==> src/rtl/mtf_pkg.sv <==
package mtf_pkg;
  typedef enum logic [1:0] {
    TS_RUN  = 2'd0,
    TS_RDY  = 2'd1,
    TS_WAIT = 2'd2
  } tstate_e;
endpackage

==> src/rtl/mtf_rst_sync.sv <==
module mtf_rst_sync (
  input  logic clk,
  input  logic rst_n,
  output logic rst_sync_n
);
  logic stage_q;

  always_ff @(posedge clk or negedge rst_n) begin
    if (!rst_n) begin
      stage_q    <= 1'b0;
      rst_sync_n <= 1'b0;
    end else begin
      stage_q    <= 1'b1;
      rst_sync_n <= stage_q;
    end
  end
endmodule

==> src/rtl/mtf_thread_ctx.sv <==
module mtf_thread_ctx
  import mtf_pkg::*;
#(
  parameter int          PC_W    = 32,
  parameter int          INC     = 4,
  parameter logic [31:0] RST_PC  = 32'h0,
  parameter bit          RST_RUN = 1'b0
) (
  input  logic            clk,
  input  logic            rst_n,
  input  logic            advance_i,
  input  logic            dmiss_i,
  input  logic [PC_W-1:0] dmiss_pc_i,
  input  logic            redir_i,
  input  logic [PC_W-1:0] redir_pc_i,
  input  logic            go_wait_i,
  input  logic            go_run_i,
  input  logic            done_i,
  output logic [PC_W-1:0] pc_o,
  output tstate_e         state_o
);
  localparam logic [PC_W-1:0] STEP     = PC_W'(INC);
  localparam logic [PC_W-1:0] PC_INIT  = RST_PC[PC_W-1:0];
  localparam tstate_e         ST_INIT  = RST_RUN ? TS_RUN : TS_RDY;

  logic [PC_W-1:0] pc_q, pc_n;
  tstate_e         st_q, st_n;
  logic            pc_en, st_en;

  // PC source priority: data-miss restart, then redirect, then sequential step
  always_comb begin
    pc_n  = pc_q;
    pc_en = 1'b0;
    if (dmiss_i) begin
      pc_n  = dmiss_pc_i;
      pc_en = 1'b1;
    end else if (redir_i) begin
      pc_n  = redir_pc_i;
      pc_en = 1'b1;
    end else if (advance_i) begin
      pc_n  = pc_q + STEP;
      pc_en = 1'b1;
    end
  end

  always_comb begin
    st_n  = st_q;
    st_en = 1'b0;
    if (go_wait_i) begin
      st_n  = TS_WAIT;
      st_en = 1'b1;
    end else if (go_run_i) begin
      st_n  = TS_RUN;
      st_en = 1'b1;
    end else if (done_i && st_q == TS_WAIT) begin
      st_n  = TS_RDY;
      st_en = 1'b1;
    end
  end

  always_ff @(posedge clk or negedge rst_n) begin
    if (!rst_n) begin
      pc_q <= PC_INIT;
      st_q <= ST_INIT;
    end else begin
      if (pc_en) pc_q <= pc_n;
      if (st_en) st_q <= st_n;
    end
  end

  assign pc_o    = pc_q;
  assign state_o = st_q;

  assert_dmiss_restart_R5: assert property (@(posedge clk) disable iff (!rst_n)
    dmiss_i |=> pc_q == $past(dmiss_pc_i));

  assert_seq_step_R2: assert property (@(posedge clk) disable iff (!rst_n)
    (advance_i && !dmiss_i && !redir_i) |=> pc_q == $past(pc_q) + STEP);

  assert_done_wakes_R6: assert property (@(posedge clk) disable iff (!rst_n)
    (done_i && st_q == TS_WAIT && !go_wait_i && !go_run_i) |=> st_q == TS_RDY);

  assert_miss_parks_R3: assert property (@(posedge clk) disable iff (!rst_n)
    go_wait_i |=> st_q == TS_WAIT);
endmodule

==> src/rtl/mtf_sched.sv <==
module mtf_sched (
  input  logic       clk,
  input  logic       rst_n,
  input  logic [1:0] ready_i,
  input  logic       leave_i,
  output logic       cur_o,
  output logic       active_o,
  output logic [1:0] grant_o
);
  logic cur_q, cur_n, act_q, act_n;
  logic alt;

  assign alt = ~cur_q;

  always_comb begin
    cur_n   = cur_q;
    act_n   = act_q;
    grant_o = 2'b00;
    if (act_q) begin
      if (leave_i) begin
        if (ready_i[alt]) begin
          grant_o[alt] = 1'b1;
          cur_n        = alt;
        end else begin
          act_n = 1'b0;
        end
      end
    end else begin
      // idle: favour the thread that did not miss last
      if (ready_i[alt]) begin
        grant_o[alt] = 1'b1;
        cur_n        = alt;
        act_n        = 1'b1;
      end else if (ready_i[cur_q]) begin
        grant_o[cur_q] = 1'b1;
        act_n          = 1'b1;
      end
    end
  end

  always_ff @(posedge clk or negedge rst_n) begin
    if (!rst_n) begin
      cur_q <= 1'b0;
      act_q <= 1'b1;
    end else begin
      cur_q <= cur_n;
      act_q <= act_n;
    end
  end

  assign cur_o    = cur_q;
  assign active_o = act_q;

  assert_switch_away_R3: assert property (@(posedge clk) disable iff (!rst_n)
    (act_q && leave_i) |=> (!act_q || cur_q != $past(cur_q)));

  assert_single_grant_R7: assert property (@(posedge clk) disable iff (!rst_n)
    $onehot0(grant_o));

  assert_idle_needs_ready_R7: assert property (@(posedge clk) disable iff (!rst_n)
    (!act_q && ready_i == 2'b00) |=> !act_q);
endmodule

==> src/rtl/mt_fetch_ctrl.sv <==
module mt_fetch_ctrl
  import mtf_pkg::*;
#(
  parameter int          PC_W    = 32,
  parameter int          INC     = 4,
  parameter logic [31:0] RST_PC0 = 32'h0000_0100,
  parameter logic [31:0] RST_PC1 = 32'h0000_0800
) (
  input  logic            clk,
  input  logic            rst_n,
  input  logic            icache_miss_i,
  input  logic            dcache_miss_i,
  input  logic            dcache_miss_tid_i,
  input  logic [PC_W-1:0] dcache_miss_pc_i,
  input  logic            miss_done_i,
  input  logic            miss_done_tid_i,
  input  logic            redirect_i,
  input  logic            redirect_tid_i,
  input  logic [PC_W-1:0] redirect_pc_i,
  output logic            fetch_valid_o,
  output logic [PC_W-1:0] fetch_pc_o,
  output logic            fetch_tid_o,
  output logic            regbank_o,
  output logic            kill_if_o,
  output logic            kill_id_o,
  output logic            kill_ex_o,
  output logic            kill_tid_o
);
  localparam int NTHR = 2;

  logic            rst_sync_n;
  logic            cur, active, leave, imiss_eff;
  logic [1:0]      grant, ready;
  logic [PC_W-1:0] pc   [NTHR];
  tstate_e         st   [NTHR];

  mtf_rst_sync u_rst (
    .clk        (clk),
    .rst_n      (rst_n),
    .rst_sync_n (rst_sync_n)
  );

  assign imiss_eff = icache_miss_i & active;
  assign leave     = active & (icache_miss_i | (dcache_miss_i & (dcache_miss_tid_i == cur)));

  for (genvar t = 0; t < NTHR; t++) begin : g_thr
    logic dm_here, im_here, rd_here, is_cur;
    assign is_cur  = active & (cur == t[0]);
    assign dm_here = dcache_miss_i & (dcache_miss_tid_i == t[0]);
    assign im_here = imiss_eff & (cur == t[0]) & ~dm_here;
    assign rd_here = redirect_i & (redirect_tid_i == t[0]);
    assign ready[t] = (st[t] == TS_RDY);

    mtf_thread_ctx #(
      .PC_W    (PC_W),
      .INC     (INC),
      .RST_PC  ((t == 0) ? RST_PC0 : RST_PC1),
      .RST_RUN (t == 0)
    ) u_ctx (
      .clk        (clk),
      .rst_n      (rst_sync_n),
      .advance_i  (is_cur & ~leave),
      .dmiss_i    (dm_here),
      .dmiss_pc_i (dcache_miss_pc_i),
      .redir_i    (rd_here),
      .redir_pc_i (redirect_pc_i),
      .go_wait_i  (dm_here | im_here),
      .go_run_i   (grant[t]),
      .done_i     (miss_done_i & (miss_done_tid_i == t[0])),
      .pc_o       (pc[t]),
      .state_o    (st[t])
    );
  end

  mtf_sched u_sched (
    .clk      (clk),
    .rst_n    (rst_sync_n),
    .ready_i  (ready),
    .leave_i  (leave),
    .cur_o    (cur),
    .active_o (active),
    .grant_o  (grant)
  );

  assign fetch_valid_o = active;
  assign fetch_pc_o    = pc[cur];
  assign fetch_tid_o   = cur;
  assign regbank_o     = cur;
  assign kill_if_o     = imiss_eff | dcache_miss_i;
  assign kill_id_o     = dcache_miss_i;
  assign kill_ex_o     = dcache_miss_i;
  assign kill_tid_o    = dcache_miss_i ? dcache_miss_tid_i : cur;

  assert_fetch_owner_runs_R3: assert property (@(posedge clk) disable iff (!rst_sync_n)
    fetch_valid_o |-> st[fetch_tid_o] == TS_RUN);

  assert_one_runner_R7: assert property (@(posedge clk) disable iff (!rst_sync_n)
    $countones({st[0] == TS_RUN, st[1] == TS_RUN}) <= 1);

  assert_deep_kill_R5: assert property (@(posedge clk) disable iff (!rst_sync_n)
    kill_id_o |-> (kill_if_o && kill_ex_o));
endmodule

==> config.mk <==
export PLATFORM = sky130hd
export DESIGN_NAME = mt_fetch_ctrl
export DESIGN_NICKNAME = d
export VERILOG_FILES = /design/src/rtl/mtf_pkg.sv /design/src/rtl/mtf_rst_sync.sv /design/src/rtl/mtf_thread_ctx.sv /design/src/rtl/mtf_sched.sv /design/src/rtl/mt_fetch_ctrl.sv
export SDC_FILE = /design/constraint.sdc
export NUM_CORES = 1
export LEC_CHECK = 0
export BUFFER_PORTS_ARGS = -buffer_cell sky130_fd_sc_hd__buf_2
export CORE_MARGIN = 2
export CORE_UTILIZATION = 40
export CTS_CLUSTER_DIAMETER = 80
export DETAILED_ROUTE_END_ITERATION = 7
export PLACE_DENSITY_LB_ADDON = 0.05
export SKIP_LAST_GASP = 1
export SYNTH_ARGS = -nofsm -noshare
export SYNTH_HDL_FRONTEND = slang
export SYNTH_SLANG_ARGS = --single-unit
==> constraint.sdc <==
create_clock -name clk -period 4.6 [get_ports clk]
set_input_delay 0.23 -clock clk [delete_from_list [all_inputs] [get_ports clk]]
set_output_delay 0.23 -clock clk [all_outputs]
set_load 0.005 [all_outputs]
==> results of run 1 <==
[layout make-up]
class                   instances  area [um2]
repair buffers                123         648
multi-input cells             556        3390
inverters                       6        22.5
flip-flops and latches         72        1810
clock buffers                   9         225
fillers                      1391        6880
clock inverters                 7        48.8
well taps                     176         220
[through the flow]
| step | utilization | area, um2 |
|---|---|---|
| 2_1_floorplan | - | 5410 |
| 3_3_place_gp | 0.459 | 6080 |
| 3_5_place_dp | 0.459 | 6080 |
| 4_1_cts | 0.480 | 6360 |
| 5_1_grt | 0.480 | 6360 |
| 6_report | 0.480 | 6360 |
[critical path, cell delays in order, from the launching register on]
cell	delay (ns)
dfrtp_2	0.73
nand3b_1	0.76
nand2_1	0.47
o21ai_0	0.14
a221o_1	0.32
[power groups by stage]
stage	logic, uW	clock network, uW	registers [uW]
global route	1150	692	1100
global placement	1040	0	1070
detailed placement	1050	0	1080
floorplan	736	0	941
finish	1060	657	1080
CTS	1050	666	1070
[layout by cell type (no fill, tap or decap), drive strengths merged, types with 7 or more instances in the layout]
master  instances
buf           122
nand2          90
a21oi          80
dfrtp          68
nor2           47
nand3          47
o21ai          41
mux2           30
xor2           24
nor3           23
xnor2          20
nand4          18
nor4           13
a31oi          12
o22ai          11
and3           11
a22oi          10
nand2b          9
clkbuf          9
o211ai          7
[cells by family (layout without fill, tap and decap cells)]
kind of cell / after synthesis / after routing / synth area share
buf+inv: 56 / 145 / 0.0423
xor+xnor: 44 / 44 / 0.0712
flops: 72 / 72 / 0.334
mux: 31 / 31 / 0.0643
fa+ha+maj: 2 / 2 / 0.00462
other cells: 1 / 1 / 0.000693
simple gates: 285 / 285 / 0.270
compound gates: 193 / 193 / 0.213
[metal layers]
metal / vias up / share of wire / track usage
li1: 2674 / - / -
met1: 2844 / 0.47 / 0.459
met2: 297 / 0.44 / 0.411
met3: 16 / 0.081 / 0.0363
met4: 0 / 0.011 / 0.0669
met5: - / 0 / 0
[worst min path at each step]
stage	start	to	slack [ns]	cells after the start
floorplan	rst_n	u_rst.rst_sync_n	-0.07	0
global placement	rst_n	u_rst.stage_q	0.01	1
detailed placement	rst_n	u_rst.stage_q	0.02	1
CTS	dcache_miss_pc_i[30]	g_thr[1].u_ctx.pc_o[30]	0.12	3
global route	dcache_miss_pc_i[30]	g_thr[1].u_ctx.pc_o[30]	0.14	3
finish	dcache_miss_pc_i[30]	g_thr[1].u_ctx.pc_o[30]	0.14	3
[state kept, by name, summed over array words and instances, names as in the netlist]
| register | count |
|---|---|
| g_thr.u_ctx.state_o | 4 |
| u_sched.active_o | 1 |
| g_thr.u_ctx.pc_o | 64 |
| u_rst.rst_sync_n | 1 |
| u_rst.stage_q | 1 |
| u_sched.cur_o | 1 |
[what timing repair did]
action,4_1_cts,5_1_grt
hold endpoints to repair,2,0
setup buffers,0,0
endpoints found under the setup margin,0,0
hold buffers,1,0
==> out/metrics.cfg, run 1 <==
[synth]
syn_nets = 759
yosys.cell_count.top_type = nand2_1
ys_ff_latch = 72
syn_area_mm2 = 0.00541
synth_edf_count = 0
synth_largest_area_cell = dfrtp_1
synth.top_cells.by_area = dfrtp_1, a21oi_1, mux2_2
yosysWarnings = 0
netlist_instances = 684
synth_cell_types = 59
yosys-top-cells-count = nand2_1, a21oi_1, dfrtp_1
ys_seq_area_frac = 0.334
synth_flop_cell = dfrtp_1
yosysTopAreaCellShare = 0.315
async_flop_share = 1.00
avgSynthCellArea_um2 = 7.91

[setup_path]
critPathMaxFanout = 29
cp.required_ns = 4.82
crit_type = reg -> reg
worstSetupStartpoint = u_sched.cur_o
ff2ff_path_depth = 4
worstSetupEndpointType = flip-flop
critical_path.startpoint_type = flip-flop
critPathArrivalTime_ns = 2.78
rr_endpoint = g_thr[1].u_ctx.pc_o[15]
r2r_slack_ns = 2.04
crit_end = g_thr[1].u_ctx.pc_o[15]
r2r_start = u_sched.cur_o

[clock_tree]
clock_latency_ns = 0.34
cts.clk_slew.worst_paths_ns = 0.06
cts_buffer_depth = 2
cts_tree = done
h-tree-depth = 3
cts_buffers = 9
ctsResizeCount = 0
clock_sinks = 72
clockRootBuffer = clkbuf_16

[placed_design]
dp_hpwl_um = 15600
port_buffers = 111
gp_congestion = 0.940
place_ws_ns = 2.08
dp_cells = 932

[global_route]
overflow = 0
grt_use_total = 0.288
grt_start_max_net_pins = 44
grt_pass1_vias = 5192
grt_antenna_before_repair = 0
grt_pass1_wl_um = 31500

[drt]
wl_um = 20800
via_count = 5831
wire_per_inst_um = 21.9
routed_via_density = 6.14
ant_nets = 0
drt_iter0_drc = 597
dr.pass1.iters = 5
drc = 0

[die]
die_w_um = 120
rows = 42
dieHeight_um = 120
design.core.area_mm2 = 0.0132
die-area_mm2 = 0.0145
io_pins = 112
start_util = 0.409

[pwr]
vdd_ir_drop_max_uv = 163
comb_power_share = 0.379
power_frac_clock = 0.236
p_leak_uw = 0.00256
p_seq_frac = 0.386
p_sw_frac = 0.406
p_total_uw = 2790
p_sw_uw = 1130
power_density_mw_per_mm2 = 438
intPower_uw = 1660

[sta]
tns_ns = 0
fmax_mhz = 390
finalClockSkew_ns = 0.00941
period_minus_slack_ns = 2.56
hold_viol_final = 0
setup_ws_ns = 2.04
rsz0062_at_grt = false
slew_viol_final = 0
relSlewSlack = 0.311
finalSetupViolations = 0
worst_hold_slack_ns = 0.136
fin_crit_sh = 0.557
worstMarginPinSlew_ns = 1.03

[final_layout]
antenna_cells = 0
syn2layout_area_growth_pct = 17.6
instances_no_fill = 949
nets = 843
drive_above_1_share = 0.247

[status]
status = complete, no violations

[worst_hold_path]
min_path_type = in -> reg

[flow_run]
cap_violations = 0

Power figures use the tool's default switching activity.
==> run 2: changes to the inputs <==
- clock period: 4.6 -> 2.15 ns (I/O delays scaled with it)
==> run 2 against run 1 <==
Hold slack got worse by 0.12 ns. Register-to-register slack got worse by 1.9 ns. First-iteration DRC count increased by 7.2%. Core utilization increased by 2.0 points. Count of clock-buffer cells in the layout increased by 4. Critical endpoint is now g_thr[1].u_ctx.pc_o[24]. Cell area increased by 4.2%. Total power increased by 120%.
==> out/metrics.cfg, run 2 (synthesis results as in run 1) <==
[clock_tree]
clock_sinks = 72
cts_buffers = 9
clock_latency_ns = 0.36
h-tree-depth = 3
cts_buffer_depth = 2
clockRootBuffer = clkbuf_16
ctsResizeCount = 0
cts_tree = done
cts.clk_slew.worst_paths_ns = 0.06

[die]
design.core.area_mm2 = 0.0132
start_util = 0.409
dieHeight_um = 120
rows = 42
io_pins = 112
die-area_mm2 = 0.0145
die_w_um = 120

[sta]
relSlewSlack = 0.551
fmax_mhz = 496
hold_viol_final = 0
worstMarginPinSlew_ns = 0.671
slew_viol_final = 0
tns_ns = 0
finalClockSkew_ns = 0.00862
finalSetupViolations = 0
period_minus_slack_ns = 2.01
fin_crit_sh = 0.937
rsz0062_at_grt = false

[placed_design]
dp_cells = 967
gp_congestion = 1.00
dp_hpwl_um = 16100
port_buffers = 111

[final_layout]
syn2layout_area_growth_pct = 22.5
nFillCells = 1333
instances_no_fill = 985
nets = 879
drive_above_1_share = 0.276
final_common_cell = buf_2
seq_area_mm2 = 0.00181
multiInputGateArea_mm2 = 0.00339
layout_common_cells = buf_2, nand2_1, a21oi_1, dfrtp_1, nor2_1
largest_reg_flops = 64
antenna_cells = 0

[global_route]
grt_use_total = 0.296
grt_start_max_net_pins = 24
grt_pass1_vias = 5524
overflow = 0
grt_pass1_wl_um = 32300
grt_antenna_before_repair = 0

[drt]
dr.pass1.iters = 5
routed_via_density = 6.01
drc = 0
ant_nets = 0
drt_iter0_drc = 640
via_count = 5922
wire_per_inst_um = 21.3
wl_um = 21000

[setup_path]
cp.required_ns = 2.37
worstPathCellList = nand3_2, or4_4, buf_4, nor4_4, xnor2_1, o21ai_1
cpPeakStageDelay_ns = 0.55
crit_type = reg -> reg
critPathMaxFanout = 10
worstSetupEndpointType = flip-flop
critical_path.startpoint_type = flip-flop
crit_slowest_cell = or4_4
critPathArrivalTime_ns = 2.24

[pwr]
power_density_mw_per_mm2 = 920
vdd_ir_drop_max_uv = 433
p_leak_uw = 0.00274

[worst_hold_path]
min_path_type = in -> reg

[flow_run]
cap_violations = 0

[status]
status = complete, no violations

## run 2: critical path, delay by kind of cell (launching register included)
family	cells	cell delay, ns
buf+inv	1	0.22
xor+xnor	1	0.16
compound gates	1	0.07
simple gates	3	0.90
flops	1	0.53
## run 2: timing repair
item | CTS | global route
hold buffers | 2 | 0
setup buffers | 0 | 0
hold endpoints to repair | 3 | 0
## run 2: final timing paths
check / start / endpoint / slack (ns) / cells past startpoint
setup / recovery: g_thr[1].u_ctx.pc_o[11] / g_thr[1].u_ctx.pc_o[24] / 0.14 / 6
hold / removal: redirect_pc_i[1] / g_thr[1].u_ctx.pc_o[1] / 0.02 / 3
setup reg to reg: g_thr[1].u_ctx.pc_o[11] / g_thr[1].u_ctx.pc_o[24] / 0.14 / 6
hold reg to reg: u_rst.rst_sync_n / g_thr[1].u_ctx.pc_o[4] / 0.26 / 0
max in group asynchronous: u_rst.rst_sync_n / g_thr[1].u_ctx.pc_o[11] / 1.11 / 1
min in group asynchronous: rst_n / u_rst.rst_sync_n / 0.06 / 2
## run 2: stage by stage
stage          hold WS (ns)  instance area (um2)  total power, uW   util  setup slack, ns
2_1_floorplan        -0.188                 5410             3590      -          0.00348
5_1_grt              0.0239                 6630             6460  0.500           0.0269
6_report             0.0176                 6630             6090  0.500            0.135
3_3_place_gp         -0.107                 6340             4630  0.479            0.180
3_5_place_dp         -0.105                 6340             4650  0.479            0.126
4_1_cts             0.00428                 6630             6080  0.500            0.122
## run 2: area by class of cell
cell class | count | share of cell area
Multi-Input combinational cell | 556 | 0.511
Sequential cell | 72 | 0.273
Timing Repair Buffer | 159 | 0.139
Clock buffer | 13 | 0.0378
Tap cell | 176 | 0.0332
Inverter | 6 | 0.00340
Clock inverter | 3 | 0.00264
## run 2: where the power goes
part | leakage [uW] | switching (uW) | internal [uW]
Combinational | 0.00176 | 1310 | 1190
Clock | 0.000130 | 603 | 809
Sequential | 0.000851 | 497 | 1680
Total | 0.00274 | 2410 | 3680
## run 2: routing by layer
metal | track usage | share of wire
met4 | 0.0756 | 0.013
met2 | 0.432 | 0.44
met1 | 0.445 | 0.47
met5 | 0 | 0
met3 | 0.0599 | 0.079
==> run 3: changes to the inputs <==
==> constraint.sdc (replaced) <==
create_clock -name clk -period 2.15 [get_ports clk]
set_input_delay 0.43 -clock clk [delete_from_list [all_inputs] [get_ports clk]]
set_output_delay 0.43 -clock clk [all_outputs]
set_load 0.005 [all_outputs]
==> run 3 against run 2 <==
Clock power is 16% higher. Worst setup slack worse by 0.091 ns. Final cell count is 0.30% higher. Fmax is 4.3% lower. Clock skew is 0.0054 ns lower. Critical path type is now reg -> out. Largest power group unchanged.
==> out/metrics.cfg, run 3 (synthesis results as in run 1) <==
[sta]
period_minus_slack_ns = 2.11
worstMarginPinSlew_ns = 0.631
hold_viol_final = 0
finalClockSkew_ns = 0.00324
relSlewSlack = 0.579
fin_crit_sh = 0.979
fmax_mhz = 475
slew_viol_final = 0
finalSetupViolations = 0
rsz0062_at_grt = true

[final_layout]
antenna_cells = 0
nFillCells = 1378
syn2layout_area_growth_pct = 24.3
nets = 882
final_common_cell = buf_2
layout_common_cells = buf_2, nand2_1, a21oi_1, dfrtp_1, buf_4
finish.instance_area_mm2 = 0.00672
drive_above_1_share = 0.282
largest_reg_flops = 64

[pwr]
p_leak_uw = 0.00278
p_sw_frac = 0.381
intPower_uw = 3920
power_density_mw_per_mm2 = 943
power_frac_clock = 0.259
vdd_ir_drop_max_uv = 582
p_sw_uw = 2420
p_total_uw = 6340
p_seq_frac = 0.347
comb_power_share = 0.395

[status]
status = complete, no violations

[clock_tree]
post_cts_buffers = 0
cts_tree = done
clock_latency_ns = 0.34
clock_sinks = 72
h-tree-depth = 3
cts_buffers = 9
cts_buffer_depth = 2
clockRootBuffer = clkbuf_16
cts.clk_slew.worst_paths_ns = 0.06

[drt]
via_count = 5882
dr.pass1.iters = 5
wl_um = 21200
ant_nets = 0
drc = 0
routed_via_density = 5.95
wire_per_inst_um = 21.4
drt_iter0_drc = 601

[global_route]
grt_start_max_net_pins = 48
grt_pass1_wl_um = 31400
grt_antenna_before_repair = 0
grt_use_total = 0.291
overflow = 0
grt_pass1_vias = 5284

[die]
die-area_mm2 = 0.0145
design.core.area_mm2 = 0.0132
dieHeight_um = 120
start_util = 0.409
rows = 42
io_pins = 112
die_w_um = 120

[setup_path]
crit_end = fetch_pc_o[19]
cp.required_ns = 1.72
r2r_start = g_thr[1].u_ctx.pc_o[11]
critPathMaxFanout = 24
worstPathBufferInverterCount = 2
cpPeakStageDelay_ns = 0.50
critPathArrivalTime_ns = 1.68
crit_type = reg -> out
cp_top_family = flip-flops
worstSetupStartpoint = u_sched.cur_o
cp.depth = 3
critical_path.startpoint_type = flip-flop
crit_slowest_cell = dfrtp_2
r2r_slack_ns = 0.13
worstSetupEndpointType = output port
rr_endpoint = g_thr[1].u_ctx.pc_o[27]
ff2ff_path_depth = 6
worstPathCellList = buf_6, mux2_2, buf_2

[placed_design]
port_buffers = 111
postPlaceCellArea_mm2 = 0.00638
dp_hpwl_um = 16600
gp_congestion = 0.982

[flow_run]
cap_violations = 0

[worst_hold_path]
min_path_type = reg -> async

## run 3: changes by cell type in the layout (fill, tap and decap cells not counted), sizes merged
cell and change:
clkinvlp +1, clkinv -1, buf +4, dlygate4sd3 -1
bufinv +2, clkbuf -2
## run 3: power by group through the flow
stage	Clock (uW)	Combinational, uW	Sequential [uW]
2_1_floorplan	0	1580	2010
3_3_place_gp	0	2450	2190
3_5_place_dp	0	2460	2200
4_1_cts	1670	2480	2170
5_1_grt	1730	2710	2240
6_report	1640	2500	2200
## run 3: how the worst min path moves through the flow
stage                                 from                     end  slack (ns)
after floorplan                      rst_n        u_rst.rst_sync_n        0.13
after global placement               rst_n           u_rst.stage_q        0.21
after detailed placement             rst_n           u_rst.stage_q        0.22
after CTS                 u_rst.rst_sync_n  g_thr[1].u_ctx.pc_o[9]        0.28
after global routing      u_rst.rst_sync_n  g_thr[1].u_ctx.pc_o[9]        0.30
final                     u_rst.rst_sync_n  g_thr[1].u_ctx.pc_o[9]        0.26
## run 3: per-layer routing
| metal | GRT usage | share of wire | vias up |
|---|---|---|---|
| met2 | 0.420 | 0.43 | 293 |
| met4 | 0.0567 | 0.011 | 0 |
| li1 | - | - | 2737 |
| met1 | 0.442 | 0.47 | 2835 |
| met3 | 0.0712 | 0.091 | 17 |
| met5 | 0 | 0 | - |
## run 3: through the flow
step	hold WS, ns	utilization	std cells	setup WS (ns)	setup TNS [ns]
6_report	0.262	0.508	988	0.0444	0
2_1_floorplan	0.134	-	684	0.00348	0
3_5_place_dp	0.222	0.482	971	0.140	0
3_3_place_gp	0.214	0.482	971	0.183	0
4_1_cts	0.278	0.507	988	0.0671	0
5_1_grt	0.301	0.508	988	-0.00492	-0.00492
## run 3: area by class of cell
class	instances	area (um2)	area share
Sequential cell	72	1810	0.269
Clock buffer	11	243	0.0361
Inverter	6	22.5	0.00335
Timing Repair Buffer	162	957	0.142
Tap cell	176	220	0.0328
Multi-Input combinational cell	556	3390	0.504
Clock inverter	5	80.1	0.0119
## run 3: what timing repair did
item / 4_1_cts / 5_1_grt
endpoints found under the setup margin: 5 / 1
endpoints found under the hold margin: 2 / 0
hold buffers: 1 / 0
resized for setup: 1 / 1
